### config.mk
export PLATFORM = sky130hd
export DESIGN_NAME = ccls_timing_gen
export DESIGN_NICKNAME = d
export VERILOG_FILES = /design/src/rtl/ccls_pkg.sv /design/src/rtl/ccls_base_sel.sv /design/src/rtl/ccls_tick_conv.sv /design/src/rtl/ccls_timing_gen.sv
export SDC_FILE = /design/constraint.sdc
export NUM_CORES = 1
export LEC_CHECK = 0
export BUFFER_PORTS_ARGS = -buffer_cell sky130_fd_sc_hd__buf_2
export CORE_UTILIZATION = 53
export CTS_CLUSTER_SIZE = 8
export DETAILED_ROUTE_END_ITERATION = 6
export PLACE_DENSITY = 0.82
export SETUP_SLACK_MARGIN = 0.5
export SLEW_MARGIN = 20
export SYNTH_ARGS = -nofsm -noshare
export SYNTH_HDL_FRONTEND = slang
export SYNTH_SLANG_ARGS = --single-unit
### constraint.sdc
create_clock -name clk -period 7.5 [get_ports clk]
set_clock_uncertainty 0.05 [all_clocks]
set_input_delay 0 -clock clk [delete_from_list [all_inputs] [get_ports clk]]
set_output_delay 0 -clock clk [all_outputs]
set_load 0.01 [all_outputs]
### src/rtl/ccls_pkg.sv
package ccls_pkg;
  typedef enum logic [1:0] {
    BW_STD = 2'd0,
    BW_DBL = 2'd1,
    BW_HALF = 2'd2,
    BW_QTR = 2'd3
  } bw_mode_e;
endpackage

### src/rtl/ccls_base_sel.sv
module ccls_base_sel #(
  parameter int US_W = 12,
  parameter int SLOT_STD = 9,
  parameter int SLOT_11B = 20,
  parameter int SLOT_DBL = 6,
  parameter int SLOT_HALF = 13,
  parameter int SLOT_QTR = 21,
  parameter int SIFS_BG = 10,
  parameter int SIFS_5G = 16,
  parameter int SIFS_DBL = 8,
  parameter int SIFS_HALF = 32,
  parameter int SIFS_QTR = 64
) (
  input  ccls_pkg::bw_mode_e bw,
  input  logic               band_5g,
  input  logic               chan_11b,
  input  logic               short_slot_en,
  output logic [US_W-1:0]    base_slot,
  output logic [US_W-1:0]    sifs
);
  import ccls_pkg::*;

  always_comb begin
    unique case (bw)
      BW_DBL: begin
        base_slot = US_W'(SLOT_DBL);
        sifs      = US_W'(SIFS_DBL);
      end
      BW_HALF: begin
        base_slot = US_W'(SLOT_HALF);
        sifs      = US_W'(SIFS_HALF);
      end
      BW_QTR: begin
        base_slot = US_W'(SLOT_QTR);
        sifs      = US_W'(SIFS_QTR);
      end
      default: begin
        base_slot = (chan_11b && !short_slot_en) ? US_W'(SLOT_11B) : US_W'(SLOT_STD);
        sifs      = band_5g ? US_W'(SIFS_5G) : US_W'(SIFS_BG);
      end
    endcase
  end
endmodule

### src/rtl/ccls_tick_conv.sv
module ccls_tick_conv #(
  parameter int US_W = 12,
  parameter int CLK_PER_US = 40,
  parameter int FIELD_W = 14
) (
  input  logic [US_W-1:0]    us_val,
  output logic [FIELD_W-1:0] ticks,
  output logic               fits
);
  localparam int PROD_W = US_W + $clog2(CLK_PER_US + 1);
  localparam logic [PROD_W-1:0] FIELD_MAX = PROD_W'((64'd1 << FIELD_W) - 64'd1);

  logic [PROD_W-1:0] prod;

  always_comb begin
    prod  = PROD_W'(us_val) * PROD_W'(CLK_PER_US);
    fits  = (prod <= FIELD_MAX);
    ticks = prod[FIELD_W-1:0];
  end
endmodule

### src/rtl/ccls_timing_gen.sv
module ccls_timing_gen #(
  parameter int US_W = 12,
  parameter int COV_W = 8,
  parameter int CLK_PER_US = 40,
  parameter int ACK_W = 14,
  parameter int CTS_W = 14,
  parameter int COV_STEP = 3
) (
  input  logic             clk,
  input  logic             rst,
  input  logic             load,
  input  logic [1:0]       bw_mode,
  input  logic             band_5g,
  input  logic             chan_11b,
  input  logic             short_slot_en,
  input  logic [COV_W-1:0] cov_class,
  output logic [US_W-1:0]  slot_us,
  output logic [US_W-1:0]  ack_us,
  output logic [US_W-1:0]  cts_us,
  output logic [ACK_W-1:0] ack_ticks,
  output logic [CTS_W-1:0] cts_ticks,
  output logic             cfg_err
);
  import ccls_pkg::*;

  localparam int PROD_W = US_W + $clog2(CLK_PER_US + 1);

  bw_mode_e         bw;
  logic [US_W-1:0]  base_slot, sifs, eff_slot, tout_us;
  logic [ACK_W-1:0] ack_tk_n;
  logic [CTS_W-1:0] cts_tk_n;
  logic             ack_fit, cts_fit;

  assign bw = bw_mode_e'(bw_mode);

  ccls_base_sel #(.US_W(US_W)) u_sel (
    .bw(bw), .band_5g(band_5g), .chan_11b(chan_11b),
    .short_slot_en(short_slot_en), .base_slot(base_slot), .sifs(sifs)
  );

  always_comb begin
    eff_slot = base_slot + US_W'(cov_class) * US_W'(COV_STEP);
    tout_us  = sifs + eff_slot;
  end

  ccls_tick_conv #(.US_W(US_W), .CLK_PER_US(CLK_PER_US), .FIELD_W(ACK_W)) u_ack_conv (
    .us_val(tout_us), .ticks(ack_tk_n), .fits(ack_fit)
  );

  ccls_tick_conv #(.US_W(US_W), .CLK_PER_US(CLK_PER_US), .FIELD_W(CTS_W)) u_cts_conv (
    .us_val(tout_us), .ticks(cts_tk_n), .fits(cts_fit)
  );

  always_ff @(posedge clk) begin
    if (rst) begin
      slot_us   <= '0;
      ack_us    <= '0;
      cts_us    <= '0;
      ack_ticks <= '0;
      cts_ticks <= '0;
      cfg_err   <= 1'b0;
    end else begin
      cfg_err <= 1'b0;
      if (load) begin
        slot_us <= eff_slot;
        if (ack_fit) begin
          ack_us    <= tout_us;
          ack_ticks <= ack_tk_n;
        end
        if (cts_fit) begin
          cts_us    <= tout_us;
          cts_ticks <= cts_tk_n;
        end
        cfg_err <= !(ack_fit && cts_fit);
      end
    end
  end


  hold_chk: assert property (@(posedge clk) disable iff (rst)
    !load |=> ($stable(slot_us) && $stable(ack_us) && $stable(cts_us)
               && $stable(ack_ticks) && $stable(cts_ticks)));


  err_src_chk: assert property (@(posedge clk) disable iff (rst)
    cfg_err |-> $past(load));


  keep_chk: assert property (@(posedge clk) disable iff (rst)
    (load && !ack_fit) |=> ($stable(ack_us) && $stable(ack_ticks)));


  tick_rel_chk: assert property (@(posedge clk) disable iff (rst)
    (PROD_W'(ack_us) * PROD_W'(CLK_PER_US)) == PROD_W'(ack_ticks));

  generate
    if (ACK_W == CTS_W) begin : g_same_w

      cts_eq_chk: assert property (@(posedge clk) disable iff (rst)
        cts_us == ack_us && cts_ticks == ack_ticks);
    end
  endgenerate
endmodule

# Word-level counts from Yosys, hierarchy flattened
# Index checks and enable logic that the tools add are counted.
[word_totals]
in_bits = 16
elab_cells = 22
regBits = 36
out_inout_bits = 65
[op_classes]
add_sub_neg = 2
reduce_logical = 5
multipliers = 2
order_cmp = 1
mux = 4
bitwise_logic = 1
n_eq_ne = 3
[ops]
columns = ["cell", "count"]
rows = [
  ["case mux 12 bit (3 select lines)", 2],
  ["<= comparator 18 x 14 -> 1 bit, second input constant", 1],
  ["multiplier 12 x 3 -> 15 bit, second input constant", 1],
  ["adder 12 x 10 -> 12 bit", 1],
  ["adder 12 bit", 1],
  ["multiplier 8 x 2 -> 10 bit, second input constant", 1],
  ["2-to-1 mux 5 bit", 2],
  ["equality test 2 bit, second input constant", 2],
  ["equality test 2 x 1 -> 1 bit, second input constant", 1],
  ["logical NOT 1 bit", 2],
  ["AND reduction 2 bit", 1],
  ["OR reduction 2 bit", 1],
  ["logical AND 1 bit", 1],
  ["inverter 1 bit", 1],
]

# Depth between registers and ports, before layout
[depth]
depth_word = 9
depth_mapped = 28
ltp_nobuf = 26

# Cells and area by module
# Synthesis repeated with hierarchy kept, for this count alone.
[hier_totals]
cells_unflattened = 599
area_unflattened_um2 = 4872.2
[modules_own_cells]
columns = ["module", "cells_per_inst", "instances", "area_each_um2"]
rows = [
  ["ccls_timing_gen", 398, 1, 3348.2],
  ["ccls_tick_conv at u_ack_conv", 87, 1, 679.4],
  ["ccls_tick_conv at u_cts_conv", 85, 1, 661.9],
  ["ccls_base_sel", 29, 1, 182.7],
]

# Worst setup path after synthesis
# Ideal clock, no wire load.
[synth_path]
path_kind = "input to register"
start = "input port bw_mode[1]"
end = "register cts_us[6]"
stages = 25
required_ps = 7322
path_buffers = 2
slack_ps = 2235
arrival_ps = 5087
path_cell_list = "clkbuf_1 > and2_1 > or2_2 > fa_1 > ha_1 > o211a_1 > o21ai_0 > nand2_1 > xor2_1 > ha_1 > a21o_1 > a31oi_1 > nor4_1 > a211o_1 > a22oi_1 > nand2_1 > ha_1 > ha_1 > or3_1 > o31ai_1 > a21oi_2 > a311oi_4 > buf_6 > mux2i_1 > nor2_1"
[synth_between]
elab_chain_cells = 7
word_cells_on_any_way = 10
[synth_lines]
columns = ["element", "line", "rtl"]
rows = [
  ["from (decl)", "ccls_timing_gen.sv:12", "input logic [1:0] bw_mode,"],
  ["equality test 2 bit or equality test 2 x 1 -> 1 bit (tied branches)", "ccls_base_sel.sv:24", "unique case (bw)"],
  ["case mux 12 bit (3 select lines) (*)", "ccls_base_sel.sv:24", ""],
  ["adder 12 x 10 -> 12 bit (*)", "ccls_timing_gen.sv:42", "eff_slot = base_slot + US_W'(cov_class) * US_W'(COV_STEP);"],
  ["named net eff_slot[6]", "ccls_timing_gen.sv:29", "logic [US_W-1:0] base_slot, sifs, eff_slot, tout_us;"],
  ["adder 12 bit (*)", "ccls_timing_gen.sv:43", "tout_us = sifs + eff_slot;"],
  ["named net tout_us[9]", "ccls_timing_gen.sv:29", ""],
  ["multiplier 12 x 3 -> 15 bit (*)", "ccls_tick_conv.sv:16", "prod = PROD_W'(us_val) * PROD_W'(CLK_PER_US);"],
  ["<= comparator 18 x 14 -> 1 bit (*)", "ccls_tick_conv.sv:17", "fits = (prod <= FIELD_MAX);"],
  ["AND reduction 2 bit (no line) (*)", "--", ""],
  ["to (signal assigned)", "ccls_timing_gen.sv:71", "cts_us <= tout_us;"],
  ["to (decl)", "ccls_timing_gen.sv:19", "output logic [US_W-1:0] cts_us,"],
]
# The timed path passes the listed nets; every way through them passes the cells marked *.
# A chain may end at the register's enable or synchronous reset.

# Final worst setup path
[layout_path]
start = "input port bw_mode[0]"
end = "register cts_us[6]"
# The elaborated chain is that of the path after synthesis.

==> flow_summary.toml <==
[logic_synthesis]
postSynthCellCount = 300
synth_adder_area_share = 0.210
synth_top_family_by_area = "adder cells"
avgSynthCellArea_um2 = 9.04
syn-cell-area_um2 = 2710
ys_seq_area_frac = 0.229
ys_ff_latch = 31
synthMuxAreaShare = 0.0923
synth_compound_area_frac = 0.142
async_flop_share = 0
ys_types = 51
yosys.area_share.xor_xnor = 0.0549
synth_edf_count = 0
ys.flop_type = "dfxtp_1"
synth-simple-area-share = 0.130
yosysWarnings = 0

[finish]
diodes = 0
mostFrequentLayoutCells = "buf_2, nor2_1, ha_1"
multi_input_area_um2 = 1750
nNetsFinal = 403
final_common_cell = "buf_2"
syn2layout_area_growth_pct = 9.27
regArea_um2 = 621
drive_above_1_share = 0.254
fillers = 453

[floorplanning]
core_area_um2 = 4820
floorplan.initialDensity = 0.563
die_area_um2 = 5410
core.rowCount = 25
dieWidth_um = 73.5
ioPinCount = 81
dieHeight_um = 73.5

[power]
ir_drop_uv = 248
power_density_nw_per_um2 = 433
power_leakage_nw = 1.59

[cts]
cts_resized = 0
clockRootBuffer = "clkbuf_8"
cts_buffers = 5
clock_latency_ns = 0.29
htreeDepth = 2
cts_setup_buffers = 0
cts_num_sinks = 31
cts_tree = "built"
ctsHoldBuffers = 0
clkTransAtPathRegs_ns = 0.06
clockBufferDepth = 2

[sta]
setup_violations = 0
finalCritPeriodShare = 0.806
worst_slew_pin_slew_ns = 0.786
max-slew-margin-rel = 0.476
setup_ws_ns = 1.45
fmax_ghz = 0.165
drv_slew = 0
grt_setup_unrepaired = "no"
hold_violations = 0
fin_tns_setup_ns = 0
layout_min_cycle_time_ns = 6.05

[drt]
first_pass_iters = 4
drt_iter0_markers = 86
post-route-drc-count = 0
drtAntennaViolNets = 0
vias = 2126
drt_wl_total_mm = 5.15
wl_per_cell_um = 12.5
vias_per_cell = 5.15

[placed_design]
port_buffers = 70
dpl.hpwl_mm = 4.18
dp_slack_ns = 1.21
gp_congestion = 0.805

[flow_run]
drv_cap = 0

[hold_path]
worstHoldStart = "load"
hp-class = "primary input to flip-flop"

[setup_path]
end_kind = "flip-flop"
crit_fanout = 12
crit_required_ns = 7.61
start_kind = "primary input"
worstSetupPathType = "primary input to flip-flop"
r2r-start = "slot_us[9]"
worstPathArrival_ns = 6.15
startpoint = "bw_mode[0]"

[grt]
grt_max_degree = 31
gr-total-overflow = 0
grt_pass1_vias = 1924
antenna_found_initial = 0
track_usage = 0.202
grt_pass1_wl_mm = 8.37

[run_status]
outcome = "complete, no violations"
[layer usage]
metal / up-vias / share of wire / GRT usage
met5: - / 0 / 0
met1: 971 / 0.47 / 0.252
met2: 61 / 0.47 / 0.340
met4: 0 / 0.014 / 0.0769
met3: 11 / 0.044 / 0.0412
li1: 1083 / - / -
[report_power, final]
part / total [mW] / switching, mW / internal [mW]
clock: 0.126 / 0.0607 / 0.0649
combinational: 0.909 / 0.493 / 0.416
sequential: 0.248 / 0.0330 / 0.215
[critical path: stages]
cell and delay (ns):
buf_2 0.13, and2_1 0.19, or2_2 0.31, fa_1 0.44, ha_1 0.37, o211a_1 0.16
o21ai_0 0.12, nand2_1 0.11, xor2_1 0.20, ha_1 0.31, a21o_1 0.19, a31oi_1 0.29
nor4_1 0.11, a211o_1 0.30, a22oi_1 0.25, nand2_1 0.13, ha_1 0.30, ha_1 0.24
or3_1 0.34, o31ai_1 0.27, a21oi_2 0.09, a311oi_4 0.66, buf_4 0.35, mux2i_1 0.22
nor2_1 0.07
[worst paths after layout]
| kind | end | slack (ns) | cells after the start |
|---|---|---|---|
| max | cts_us[6] | 1.45 | 25 |
| min reg2reg | slot_us[2] | 0.42 | 2 |
| min | slot_us[2] | 0.11 | 3 |
| max reg2reg | slot_us[9] | 6.74 | 2 |
[cell usage after synthesis (4+ instances only)]
master | n | share of area
a21o_1 | 5 | 0.014
a21oi_1 | 9 | 0.017
and2_1 | 4 | 0.0092
buf_4 | 34 | 0.094
clkbuf_1 | 4 | 0.0055
dfxtp_1 | 31 | 0.23
fa_1 | 6 | 0.044
ha_1 | 36 | 0.17
inv_1 | 20 | 0.028
mux2i_1 | 25 | 0.092
nand2_1 | 6 | 0.0083
nor2_1 | 37 | 0.051
nor3_1 | 8 | 0.015
o21a_1 | 4 | 0.011
o21ai_0 | 9 | 0.017
xnor2_1 | 9 | 0.029
xor2_1 | 8 | 0.026
[final cells by class]
cell class | instances | share of cell area
clock buffer | 7 | 0.0257
clock inverter | 1 | 0.00169
inverter | 20 | 0.0253
multi-input combinational | 216 | 0.589
sequential | 31 | 0.209
tap | 67 | 0.0283
timing repair buffer | 71 | 0.121
[cells by family after synthesis]
logic type / Yosys count
adder cells (fa/ha/maj): 42
other: 1
multiplexers: 25
AO/OA/AOI/OAI: 50
XOR/XNOR: 17
AND/OR/NAND/NOR: 72
flip-flops: 31
buffers and inverters: 62
[registers in the layout, indices dropped and copies added, names as in the netlist]
signal     cells
cts_us        11
ack_ticks      9
cfg_err        1
slot_us       10
[per-stage QoR]
stage	utilization	power [mW]	instances	hold slack [ns]	instance area, um2
detailed placement	0.598	1.16	405	0.359	2880
CTS	0.615	1.29	413	0.103	2960
finish	0.615	1.28	413	0.107	2960
global route	0.615	1.40	413	0.132	2960
floorplan	-	1.01	309	0.209	2750
global placement	0.598	1.13	405	0.350	2880
(Power assumes the default switching activity.)
